`src/rtl/sync_strip_pkg.sv`:
```
package sync_strip_pkg;

    typedef enum logic [1:0] {
        MD_ASYNC  = 2'd0,
        MD_MONO   = 2'd1,
        MD_BISYNC = 2'd2,
        MD_SDLC   = 2'd3
    } line_mode_e;

    typedef enum logic [1:0] {
        ST_PASS  = 2'd0,
        ST_HOLD  = 2'd1,
        ST_FLUSH = 2'd2
    } filt_state_e;

    typedef enum logic [1:0] {
        SRC_NONE = 2'd0,
        SRC_IN   = 2'd1,
        SRC_HELD = 2'd2,
        SRC_PEND = 2'd3
    } out_src_e;

endpackage

```
`src/rtl/sync_strip_policy.sv`:
```
module sync_strip_policy
    import sync_strip_pkg::*;
#(
    parameter int CW = 8
) (
    input  logic [CW-1:0] chr_data,
    input  logic [CW-1:0] cmp_val,
    input  logic          strip_en,
    input  logic [1:0]    mode,
    input  logic          sync6,
    output logic          is_match,
    output logic          look_hit,
    output logic          drop_hit,
    output logic          addr_grp
);

    line_mode_e md;
    logic       look_mode;
    logic       strip_mode;

    always_comb begin
        md = line_mode_e'(mode);
        // full-width compare regardless of the 6-bit option
        is_match   = (chr_data == cmp_val);
        look_mode  = strip_en && (md == MD_MONO) && sync6;
        strip_mode = 1'b0;
        unique case (md)
            MD_ASYNC:  strip_mode = strip_en;
            MD_MONO:   strip_mode = strip_en && !sync6;
            MD_BISYNC: strip_mode = strip_en && !sync6;
            MD_SDLC:   strip_mode = 1'b0;
        endcase
        look_hit = look_mode && is_match;
        drop_hit = strip_mode && is_match;
        addr_grp = (md == MD_SDLC) && strip_en;
    end

endmodule

```
`src/rtl/sync_strip_store.sv`:
```
module sync_strip_store #(
    parameter int CW = 8
) (
    input  logic          clk,
    input  logic          rst_n,
    input  logic          ld_held,
    input  logic          ld_pend,
    input  logic [CW-1:0] chr_data,
    output logic [CW-1:0] held_q,
    output logic [CW-1:0] pend_q
);

    always_ff @(posedge clk or negedge rst_n) begin
        if (!rst_n) begin
            held_q <= '0;
            pend_q <= '0;
        end else begin
            if (ld_held) held_q <= chr_data;
            if (ld_pend) pend_q <= chr_data;
        end
    end

endmodule

```
`src/rtl/sync_strip_fsm.sv`:
```
module sync_strip_fsm
    import sync_strip_pkg::*;
(
    input  logic        clk,
    input  logic        rst_n,
    input  logic        chr_vld,
    input  logic        restart,
    input  logic        look_hit,
    input  logic        drop_hit,
    output filt_state_e state,
    output logic        ld_held,
    output logic        ld_pend,
    output out_src_e    src
);

    filt_state_e state_nx;
    filt_state_e state_eff;

    always_ff @(posedge clk or negedge rst_n) begin
        if (!rst_n) state <= ST_PASS;
        else        state <= state_nx;
    end

    always_comb begin
        state_eff = restart ? ST_PASS : state;
        state_nx  = state_eff;
        ld_held   = 1'b0;
        ld_pend   = 1'b0;
        src       = SRC_NONE;
        unique case (state_eff)
            ST_PASS: begin
                if (chr_vld) begin
                    if (look_hit) begin
                        ld_held  = 1'b1;
                        state_nx = ST_HOLD;
                    end else if (!drop_hit) begin
                        src = SRC_IN;
                    end
                end
            end
            ST_HOLD: begin
                if (chr_vld) begin
                    if (look_hit) begin
                        ld_held = 1'b1;
                    end else begin
                        src      = SRC_HELD;
                        ld_pend  = 1'b1;
                        state_nx = ST_FLUSH;
                    end
                end
            end
            ST_FLUSH: begin
                src      = SRC_PEND;
                state_nx = ST_PASS;
            end
            default: state_nx = ST_PASS;
        endcase
    end

endmodule

```
`src/rtl/sync_strip_filter.sv`:
```
module sync_strip_filter
    import sync_strip_pkg::*;
#(
    parameter int CW = 8
) (
    input  logic          clk,
    input  logic          rst_n,
    input  logic          chr_vld,
    input  logic [CW-1:0] chr_data,
    input  logic          strip_en,
    input  logic [1:0]    mode,
    input  logic          sync6,
    input  logic          restart,
    input  logic [CW-1:0] cmp_val,
    output logic          fifo_wr,
    output logic [CW-1:0] fifo_data,
    output logic          crc_inc,
    output logic          addr_grp
);

    logic          is_match;
    logic          look_hit;
    logic          drop_hit;
    logic          ld_held;
    logic          ld_pend;
    logic [CW-1:0] held_q;
    logic [CW-1:0] pend_q;
    filt_state_e   state;
    out_src_e      src;

    sync_strip_policy #(.CW(CW)) u_policy (
        .chr_data (chr_data),
        .cmp_val  (cmp_val),
        .strip_en (strip_en),
        .mode     (mode),
        .sync6    (sync6),
        .is_match (is_match),
        .look_hit (look_hit),
        .drop_hit (drop_hit),
        .addr_grp (addr_grp)
    );

    sync_strip_fsm u_fsm (
        .clk      (clk),
        .rst_n    (rst_n),
        .chr_vld  (chr_vld),
        .restart  (restart),
        .look_hit (look_hit),
        .drop_hit (drop_hit),
        .state    (state),
        .ld_held  (ld_held),
        .ld_pend  (ld_pend),
        .src      (src)
    );

    sync_strip_store #(.CW(CW)) u_store (
        .clk      (clk),
        .rst_n    (rst_n),
        .ld_held  (ld_held),
        .ld_pend  (ld_pend),
        .chr_data (chr_data),
        .held_q   (held_q),
        .pend_q   (pend_q)
    );

    always_comb begin
        fifo_wr   = 1'b0;
        crc_inc   = 1'b0;
        fifo_data = '0;
        unique case (src)
            SRC_NONE: ;
            SRC_IN: begin
                fifo_wr   = 1'b1;
                crc_inc   = 1'b1;
                fifo_data = chr_data;
            end
            SRC_HELD: begin
                fifo_wr   = 1'b1;
                crc_inc   = 1'b1;
                fifo_data = held_q;
            end
            SRC_PEND: begin
                fifo_wr   = 1'b1;
                crc_inc   = 1'b1;
                fifo_data = pend_q;
            end
        endcase
    end

endmodule

```
`config.mk`:
```
export PLATFORM = sky130hd
export DESIGN_NAME = sync_strip_filter
export DESIGN_NICKNAME = d
export VERILOG_FILES = /design/src/rtl/sync_strip_pkg.sv /design/src/rtl/sync_strip_policy.sv /design/src/rtl/sync_strip_store.sv /design/src/rtl/sync_strip_fsm.sv /design/src/rtl/sync_strip_filter.sv
export SDC_FILE = /design/constraint.sdc
export NUM_CORES = 1
export LEC_CHECK = 0
export BUFFER_PORTS_ARGS = -buffer_cell sky130_fd_sc_hd__buf_2
export CORE_UTILIZATION = 50
export DETAILED_ROUTE_END_ITERATION = 16
export PLACE_DENSITY_LB_ADDON = 0.1
export SETUP_SLACK_MARGIN = 0.4
export SLEW_MARGIN = 5
export SYNTH_ARGS = -nofsm -noshare
export SYNTH_HDL_FRONTEND = slang
export SYNTH_SLANG_ARGS = --single-unit
```
`constraint.sdc`:
```
create_clock -name clk -period 2.6 [get_ports clk]
set_input_delay 0.52 -clock clk [delete_from_list [all_inputs] [get_ports clk]]
set_output_delay 0.52 -clock clk [all_outputs]
set_load 0.02 [all_outputs]
```
==> results.txt, run 1 <==
The worst register-to-register path has a depth of 6. The number of iterations in the first detailed-routing pass is 5. Max-cap violations in this run came to 0. At the worst endpoint, the required time is between 2 and 2.5 ns. For this design the total switching power over the nets is around 0.20 mW.

The largest area contributor in the synthesized netlist is dfrtp_1. The worst-case clock buffer depth came out at 2. TritonCTS created 3 clock buffers. The clock power share is 0.244.

Based on the critical path, the design can be clocked at up to roughly 0.39 GHz. The mux share of post-synthesis cell area is 0.168. The first global-routing pass estimated approximately 4700 microns of wire. The H-tree depth is 1. The CTS clock-pin slew for the worst setup and hold paths is ~0.11 ns.

The arrival time at the worst endpoint came out at between 2 and 2.5 ns. The initial antenna violation count is 0. The part of the power in combinational logic came out at 0.289.

The internal power component is ~0.51 mW. The number of vias after detailed routing came out at about 950. The synthesized netlist net count is between 100 and 150. The global routing met3 resource utilization came out at 0.0370. The tree is rooted in a clkbuf_4. The largest fanout on the critical path is 4. Of the cells placed in the final design, the portion with a size suffix greater than 1 is 0.628. In this run the static leakage power is slightly above 0.8 nW. Each instance of the synthesized netlist takes up on average 11.7 sq um.

The internal reg-to-reg setup slack is around 0.80 ns. The kind of end point of the critical path is an output pin. Of the total synthesized cell area, the portion taken by full adders, half adders and majority gates is 0.0330. The worst min-delay path category is input pin to asynchronous set/reset pin. The category of the worst setup path launch point is an input pin. In the routed design, unresolved DRC markers number 0. By area the synthesized netlist is led by dfrtp_1, mux2_2, xor2_1. The worst vdd rail ir drop came out at 0.000392 V. The post-synthesis instance area came out at roughly 1100 sq um. The top cell type's share of synthesized area came out at 0.396. The post-synthesis sequential element count came out at 18. The proportion of synthesized flip-flops having asynchronous set or reset is 1.00.

The latest clock arrival within the worst-skew pair came out at just under 0.3 ns. The number of distinct library cells after synthesis is 32. The final clock skew came out at 0.00576 ns. The final critical-path share of the clock period is 0.985.

Setup repair after global routing could not meet its margin everywhere. The cell area power density came out at 425 nW/um^2. The overflow left after global routing is 0. The run finished with clean final reports. The area fraction in compound gates after synthesis is 0.167. The tree built by TritonCTS fans out to 18 sinks.

The startpoint identified for the worst register-to-register timing path is u_fsm.state[0]. The total of endpoints with negative setup slack in the final report came out at 0. After global routing, the most crowded layer is met2. The switching share of power is 0.283. The headroom to the max-slew limit came out at 0.726.

After detailed routing, the total wire length is ~2800 microns. The number of pins with negative max-slew slack in the final report came out at 0. For this configuration, the core starts out at a cell density of 0.558. Hold timing on the final database bottoms out at a slack of 0.137 ns. The pin count of the biggest net entering global routing is 19. The final-stage net count came out at ~170. The clock period could shrink to between 2 and 3 ns. After detailed routing, the average wire length per cell comes to ~17 microns.

By area, the combinational part of the netlist is dominated by multiplexers. The I/O pin total came out at 35. The basic-gate share of the synthesized area counting and, or, nand and nor cells is 0.124. For this run, global-route usage on met2 was measured as 0.466.

In this run, post-CTS hold repair placed 0 buffers. The floorplan step defined a die boundary enclosing 2470 sq um. The detailed router finished its first iteration with 12 violations. The number of enable-type register cells in the synthesized netlist came out at 0. The capturing point of the worst reg2reg path is u_store.pend_q[4]. The clock tree from TritonCTS is built. The worst setup path is of the input pin to output pin kind. The area of the placeable core came out at between 2000 and 2500 sq um.

The layout overhead on the synthesized area is 47.7%. The post-detailed-route via-to-cell ratio came out at 5.54. The count of nets left with antenna violations once routing finished came out at 0. The sequential share of the synthesized area came out at 0.396. In the synthesized netlist the dominant register cell turns out to be dfrtp_1. Detailed placement ended at an HPWL of between 1500 and 2000 microns. Counting every instance in the synthesized netlist gives just under 100. The number of port buffers came out at 34.

The sequential group share of total power came out at 0.467. The number of global-route vias before repair is 958. The final antenna diode count is 0.

Yosys printed 0 warnings. The vertical extent of the die came out at about 50 microns. The site row count is 16.

The horizontal die dimension is roughly 50 microns. Of the total synthesized cell area, the portion taken by XOR and XNOR cells is 0.0615. The final hold violation count came to 0.

The end-of-flow core utilization came out at 0.824. The congestion estimate from routability-driven global placement came to slightly above 0.8. The total global routing track utilization came out at 0.260. The slew of the pin with the lowest slew margin came out at about 0.41 ns. For this run, global-route usage on met1 was measured as 0.313.
worst max-delay path by stage:
stage,startpoint,endpoint,slack (ns),cells past startpoint
6_report,chr_data[2],fifo_data[6],0.04,8
5_1_grt,chr_data[2],fifo_data[6],-0.01,8
4_1_cts,chr_data[1],fifo_data[6],0.03,8
3_5_place_dp,cmp_val[2],fifo_data[6],-0.05,7
3_3_place_gp,cmp_val[2],fifo_data[6],0.03,7
2_1_floorplan,cmp_val[2],fifo_data[0],0.19,7
metrics by stage:
step	std cells	setup WS, ns	instance area (sq um)	total power [mW]	setup TNS [ns]
4_1_cts	172	0.0333	1640	0.708	0
3_5_place_dp	162	-0.0528	1450	0.511	-0.0823
3_3_place_gp	162	0.0272	1450	0.503	0
6_report	172	0.0396	1680	0.715	0
5_1_grt	172	-0.0109	1680	0.748	-0.0109
2_1_floorplan	97	0.187	1220	0.447	0
repair_timing:
| action | CTS | global route |
|---|---|---|
| buffers inserted | 6 | 0 |
| resized for setup | 26 | 12 |
| pin swaps | 9 | 8 |
| setup endpoints to repair | 10 | 15 |
cells by family after synthesis:
logic type,after synthesis
buffers and inverters,8
multiplexers,16
XOR/XNOR,8
AO/OA/AOI/OAI,22
AND/OR/NAND/NOR,22
adder cells (fa/ha/maj),3
flip-flops,18
worst max-delay path: stages:
cell	delay [ns]
buf_8	0.11
xor2_4	0.18
nor4_4	0.34
a41oi_2	0.19
buf_6	0.18
a31o_4	0.21
a22oi_2	0.15
buf_4	0.16
final cells by class:
type	count	area [sq um]
Sequential cell	18	450
Multi-Input combinational cell	71	777
Fill cell	122	360
Inverter	5	18.8
Clock buffer	4	36.3
Timing Repair Buffer	47	365
Tap cell	27	33.8
placed cells by master (no fill, tap or decap), types with 3 or more instances in the layout:
cell / instances
xor2_1: 3
mux2_2: 13
buf_4: 13
mux2_4: 3
inv_1: 5
nor2_1: 3
dfrtp_1: 18
buf_6: 10
ha_1: 3
buf_2: 21
and2_1: 3
clkbuf_4: 3
a21o_4: 6
nand2_1: 3
a22o_1: 5
sequential cells by signal, summed over array words and instances (netlist names):
register,flops
u_fsm.state,2
u_store.held_q,8
u_store.pend_q,8
routing by layer:
metal | routed length, microns | share of wire
met2 | 1540 | 0.54
met3 | 77 | 0.027
met5 | 0 | 0
met1 | 1200 | 0.42
met4 | 21 | 0.0074
cell usage after synthesis (all sizes together), types with 2 or more instances:
library cell and n:
dfrtp 18, mux2 16, xor2 7, a21o 6, a22o 6, inv 5, nand2 4, a22oi 3
a41oi 3, and2 3, buf 3, ha 3, nor2 3, nand2b 2, nand3b 2, nor3 2
o21ai 2
power by group through the flow:
stage / clock network, mW / logic [mW] / registers (mW)
floorplan: 0 / 0.116 / 0.331
CTS: 0.176 / 0.200 / 0.331
detailed placement: 0 / 0.175 / 0.336
global route: 0.189 / 0.223 / 0.336
global placement: 0 / 0.168 / 0.335
finish: 0.174 / 0.207 / 0.334
No activity file was read; power rests on OpenSTA's default activity.
==> run 2, diff against run 1 <==
--- a/config.mk
+++ b/config.mk
@@ -6,7 +6,7 @@
 export NUM_CORES = 1
 export LEC_CHECK = 0
 export BUFFER_PORTS_ARGS = -buffer_cell sky130_fd_sc_hd__buf_2
-export CORE_UTILIZATION = 50
+export CORE_UTILIZATION = 45
 export DETAILED_ROUTE_END_ITERATION = 16
 export PLACE_DENSITY_LB_ADDON = 0.1
 export SETUP_SLACK_MARGIN = 0.4
==> run 2 against run 1 <==
  * The run now ends with negative setup slack left
  * Design area increased by 1.6%
  * Highest routed layer unchanged
  * Global-route usage decreased by 5.3 points
  * First-iteration DRC count decreased by 17%
  * Flip-flop and latch count unchanged
==> results.txt, run 2 (synthesis gave the netlist of run 1 again) <==
The run finished, with violations left. The checks that failed: negative setup slack. Hold repair after CTS inserted 0 buffers. The global-route wire length before repair came out at roughly 4100 microns. The initial core utilization is 0.496. The headroom to the max-slew limit came out at 0.725. The total chip power is between 0.7 and 0.8 mW.

The proportion of layout cells with a drive suffix above 1 came out at 0.626. Data on the critical path arrives at its endpoint at between 2 and 2.5 ns. The number of pins with negative max-slew slack in the final report came out at 0. The initial antenna violation count was 0. The library cells used most frequently in the layout, excluding fill and tap cells, are buf_2, dfrtp_1, buf_4, mux2_2, buf_6. Before antenna repair, the detailed router went through 4 iterations.

The HPWL after detailed placement came out at around 1900 microns. The die area came out at 2740 sq um. The vertical extent of the die is roughly 52 microns. The cell area power density came out at approximately 420 nW/um^2. Among the stages of the critical path, the cell type that occurs most often is buf_12. In the final layout, the registers with the most flip-flops are u_store.held_q (8), u_store.pend_q (8), u_fsm.state (2). The number of fill cells in the layout came out at 160.

Buffers placed on the I/O ports in this run total 34. The worst setup path is captured at an output pin. The cell count after placement is between 150 and 200. The global placement routability congestion is roughly 0.77. The worst-case IR drop observed on VDD is ~0.0004 V.

The final antenna diode count is 0. The worst setup path is launched from an input pin. Summed over all layers, the global routing overflow is 0. The summed area of non-filler cells in the final layout came out at approximately 1700 sq um. The number of nets still failing antenna checks after routing came out at 0.

The final critical-path share of the clock period is 1.00. The site row count is 17. The number of global-route vias before repair is ~900. The latest clock arrival within the worst-skew pair is a little under 0.3 ns. Clock-pin slew was measured on the worst setup and hold paths at about 0.10 ns. The most common library cell in the layout ignoring fill and taps is buf_2. The post-detailed-route DRC marker count is 0.

The slew of the pin with the lowest slew margin came out at a little over 0.4 ns. The tightest min-delay check is of the input pin to asynchronous set/reset pin type. The largest fanout on the critical path is 8. The horizontal die dimension came out at 52.3 microns. During I/O placement, the number of pins put on the boundary was 35. The final-stage net count came out at 175. The clock period minus final worst setup slack is around 2.6 ns. The total leakage power is between 0.8 and 0.9 nW. In this run the cell area measured after placement is about 1500 sq um. The minimum setup slack in the final design came out at -0.00780 ns. In the global route stage, overall resource usage came out at 0.207.

The data required time of the worst path is between 2 and 2.5 ns. The worst-case clock buffer depth is 2. The pin count of the biggest net entering global routing is 19.

The total CTS buffers is 3. The H-tree depth is 1. The wire length reported by the detailed router is between 2000 and 3000 microns. The number of max-cap violations is 0. The tree is rooted in a clkbuf_4. The family with the most delay on the worst path is simple AND/OR/NAND/NOR gates. In the routed layout, each cell is associated on average with a via count of approximately 5.3. The delay of the slowest critical-path stage came out at 0.39 ns. The number of DRC violations after detailed-routing iteration 0 is 10. The clock tree from TritonCTS is built.

The final route contains between 900 and 1,000 vias. The number of buffer and inverter stages on the critical path came out at 3. The critical path is of the input pin to output pin type. The final clock skew came out at between 0.003 and 0.004 ns. Setup repair after global routing could not meet its margin everywhere. The area of the placeable core is about 2300 sq um.

The highest clock frequency the design can meet came out at between 0.3 and 0.4 GHz. The final hold violation count is 0. The layout overhead on the synthesized area came out at 50.0%.

The clock sink total came out at 18. The total of endpoints with negative setup slack in the final report came out at 1. The critical path's slowest cell is nor4_4.

Traced cell by cell, the critical path runs through buf_12 -> xor2_4 -> nor4_4 -> a41oi_2 -> and3_4 -> buf_12 -> a21o_4 -> buf_6. The final instance count without filler cells is ~180. After detailed routing, the average wire length per cell comes to 15.1 microns.
-- run 2: final timing paths --
check / to / cells after the start / startpoint / slack (ns)
min reg2reg: u_store.pend_q[6] / 1 / u_store.pend_q[6] / 0.51
min: u_fsm.state[0] / 1 / rst_n / 0.14
max reg2reg: u_store.pend_q[3] / 6 / u_fsm.state[0] / 0.85
max in group asynchronous: u_store.held_q[7] / 1 / rst_n / 2.17
max: fifo_data[1] / 8 / chr_data[2] / -0.008
min in group clk: u_store.pend_q[0] / 2 / chr_data[0] / 0.51
-- run 2: per-layer routing --
metal	up-vias	GRT usage	routed length (microns)
met1	448	0.261	1170
met3	4	0.0522	99
met2	25	0.350	1350
met5	-	0	0
met4	0	0.0526	17
li1	449	-	-
-- run 2: through the flow --
stage | util | setup TNS, ns | hold slack (ns) | setup slack (ns)
3_3_place_gp | 0.632 | 0 | 0.470 | 0.00932
6_report | 0.743 | -0.00780 | 0.139 | -0.00780
2_1_floorplan | - | 0 | 0.224 | 0.187
3_5_place_dp | 0.632 | -0.136 | 0.469 | -0.0706
4_1_cts | 0.704 | 0 | 0.141 | 0.000399
5_1_grt | 0.743 | -0.239 | 0.139 | -0.0495
-- run 2: power by group --
part | internal, mW | total, mW | switching [mW]
logic | 0.117 | 0.208 | 0.0915
clock network | 0.0854 | 0.172 | 0.0863
registers | 0.313 | 0.333 | 0.0202
-- run 2: repair_timing --
item / in CTS / in global routing
gates resized for setup: 27 / 12
hold endpoints to repair: 0 / 0
pin swaps: 11 / 8
endpoints found under the setup margin: 10 / 10
buffers inserted: 2 / 6
-- run 2: worst register-to-register path: cells and delay by family (launching register included) --
family        cells  cell delay (ns)
buf+inv           3             0.47
flops             1             0.42
mux               1             0.29
simple gates      2             0.48
-- run 2: final cells by class --
| type | instances | area [sq um] | area share |
|---|---|---|---|
| clock buffers | 4 | 36.3 | 0.0212 |
| inverters | 5 | 18.8 | 0.0110 |
| multi-input cells | 71 | 777 | 0.455 |
| flip-flops and latches | 18 | 450 | 0.264 |
| well taps | 28 | 35.0 | 0.0205 |
| repair buffers | 49 | 390 | 0.229 |
==> run 3, diff against run 2 <==
==> constraint.sdc (replaced) <==
create_clock -name clk -period 2.4 [get_ports clk]
set_input_delay 0.48 -clock clk [delete_from_list [all_inputs] [get_ports clk]]
set_output_delay 0.48 -clock clk [all_outputs]
set_load 0.02 [all_outputs]
==> run 3 against run 2 <==
  * The flow still finishes with violations (negative setup slack)
  * Design area increased by 3.4%
  * Worst setup slack worse by 0.059 ns
  * Flip-flop and latch count unchanged
  * Largest power group unchanged
  * Register-to-register slack got worse by 0.10 ns
  * Total power increased by 10%
  * Clock-buffer cell count unchanged
  * Clock power is 9.9% higher
  * Global-route usage up 2.0 points
==> results.txt, run 3 (synthesis gave the netlist of run 1 again) <==
The global-route wire length before repair is around 4400 microns. The final reports fail on negative setup slack. The clock reaches the later pin of the worst-skew pair after about 0.30 ns. The number of buffers added to fix hold violations after cts is 0. For this block, the via count after detailed routing is about 970. In this run the power density over the cells is 446 nW/um^2.

The initial antenna violation count is 0. The total global routing track utilization came out at 0.227. The flow ran to the end, but the final reports show violations. The cell that appears most often on the critical path is buf_4. The worst vdd rail ir drop came out at between 0.0004 and 0.0005 V. The critical path goes through buf_6 -> xor2_4 -> nor4_4 -> a41oi_1 -> buf_4 -> a22o_1 -> a21o_4 -> buf_4. Setup repair after global routing could not meet its margin everywhere.

Buffers inserted during clock tree synthesis total 3. The clock net in this run drives a total of 18 sinks. The tree is rooted in a clkbuf_4. The initial utilization of the core area, before any placement, comes to 0.496.

Counting both buffers and inverters, the worst setup path holds a total of 3. TritonCTS built the clock tree. The worst min-delay path category is input pin to asynchronous set/reset pin. STA classifies the critical path endpoint as an output pin. The number of DRC violations after detailed-routing iteration 0 came out at 14. The highest clock frequency the design can meet is approximately 0.41 GHz. The post-detailed-route via-to-cell ratio came out at 5.34. The horizontal die dimension came out at 52.3 microns. Setup slack on the critical path of the routed design comes to -0.0672 ns. The critical path's slowest cell is nor4_4.

The I/O pin total came out at 35. For the final routed database, the setup TNS stands at -0.464 ns. Row generation in the floorplan step produced 17 rows. The number of port buffers came out at 34. The largest fanout on the critical path came out at 8. For the worst setup path, the data arrival time is just under 2 ns. Of the cells placed in the final design, the portion with a size suffix greater than 1 is 0.634. The pin count of the biggest net entering global routing came out at 19. In the final routed layout, each cell accounts on average for between 15 and 20 microns. The final clock skew is 0.00325 ns. The final antenna diode count came out at 0.

The overflow left after global routing is 0. The worst-case clock buffer depth came out at 2. In the final layout, the registers with the most flip-flops are u_store.held_q (8), u_store.pend_q (8), u_fsm.state (2). The final critical-path share of the clock period is 1.03. Measured along the y axis, the die boundary spans 52.3 microns.

The worst setup path is launched from an input pin. The class of the most critical setup path is input pin to output pin. The instance area at placement is about 1500 sq um.

The final-stage net count came out at roughly 180. The family with the most delay on the worst path is compound AO/OA/AOI/OAI gates. The number of pins with negative max-slew slack in the final report came to 0. After floorplanning, the core was sized to cover roughly 2300 sq um. The number of global-route vias before repair came to 970.

The number of max-cap violations is 0. The headroom to the max-slew limit is 0.733. The die area came out at 2740 sq um. The HPWL after detailed placement came out at ~1900 microns. Clock-pin slew was measured on the worst setup and hold paths at about 0.1 ns.

Subtracting the final worst setup slack from the clock period gives ~2.5 ns. The delay of the slowest critical-path stage is roughly 0.32 ns. The number of iterations in the first detailed-routing pass is 4.

The total leakage power came out at approximately 0.86 nW. The wire length reported by the detailed router came out at around 2700 microns. Setup violations remaining at the end of the flow were counted as 10.

The slew of the pin with the lowest slew margin is 0.401 ns. The data required time of the worst path came out at roughly 1.9 ns. CTS built an H-tree with a depth of 1. The number of nets still failing antenna checks after routing came out at 0. Leaving out fill and tap cells, the most frequent cell in the layout is buf_2. The post-detailed-route DRC marker count came out at 0. The layout overhead on the synthesized area is 55.2%. The global placement routability congestion came out at just under 0.8. The summed area of non-filler cells in the final layout is 1770 sq um. The library cells used most frequently in the layout, excluding fill and tap cells, are buf_2, buf_4, dfrtp_1, mux2_2, buf_6. The final hold violation count came out at 0.
run 3: power by group:
| group | internal [mW] | switching, mW | leakage [nW] | total, mW |
|---|---|---|---|---|
| clock network | 0.0926 | 0.0968 | 0.0210 | 0.189 |
| logic | 0.135 | 0.102 | 0.608 | 0.237 |
| registers | 0.339 | 0.0219 | 0.234 | 0.361 |
| total | 0.566 | 0.221 | 0.863 | 0.787 |
run 3: repair_timing:
action,CTS,global route
setup buffers,3,0
pin swaps,11,2
setup endpoints to repair,17,19
gates resized for setup,32,5
cloned,1,0
run 3: final cells by class:
type / count / area, sq um
clock buffer: 4 / 36.3
fill: 142 / 531
sequential: 18 / 450
tap: 28 / 35.0
timing repair buffer: 55 / 447
inverter: 5 / 18.8
multi-input combinational: 71 / 779
run 3: metal layers:
metal | share of wire | vias to the layer above | track usage
met2 | 0.49 | 30 | 0.373
met1 | 0.44 | 472 | 0.281
met4 | 0.020 | 0 | 0.0833
li1 | - | 458 | -
met3 | 0.043 | 6 | 0.0638
met5 | 0 | - | 0
run 3: final timing paths:
check                                       start           endpoint  slack, ns  cells past startpoint
worst max-delay path                  chr_data[5]       fifo_data[4]      -0.07                      8
worst min-delay path                        rst_n  u_store.held_q[2]       0.09                      1
worst max register to register     u_fsm.state[0]  u_store.pend_q[6]       0.75                      6
worst min register to register  u_store.pend_q[3]  u_store.pend_q[3]       0.53                      1
max in group asynchronous                   rst_n     u_fsm.state[1]       2.03                      1
min in group clk                      chr_data[5]  u_store.held_q[5]       0.45                      2
run 3: through the flow:
| stage | power, mW | hold WS (ns) | setup slack (ns) | std cells | utilization |
|---|---|---|---|---|---|
| after floorplan | 0.484 | 0.184 | 0.0671 | 97 | - |
| after global placement | 0.557 | 0.426 | -0.0801 | 173 | 0.664 |
| after CTS | 0.787 | 0.0974 | -0.0543 | 181 | 0.762 |
| final | 0.787 | 0.0902 | -0.0672 | 181 | 0.769 |
| after detailed placement | 0.564 | 0.427 | -0.105 | 173 | 0.664 |
| after global routing | 0.830 | 0.109 | -0.137 | 181 | 0.769 |
run 3: worst reg2reg max path: stages, from the launching register on:
cell and delay (ns):
dfrtp_1 0.43, and2b_2 0.26, and3_4 0.21, buf_6 0.12, buf_16 0.13, buf_6 0.11, mux2_4 0.28
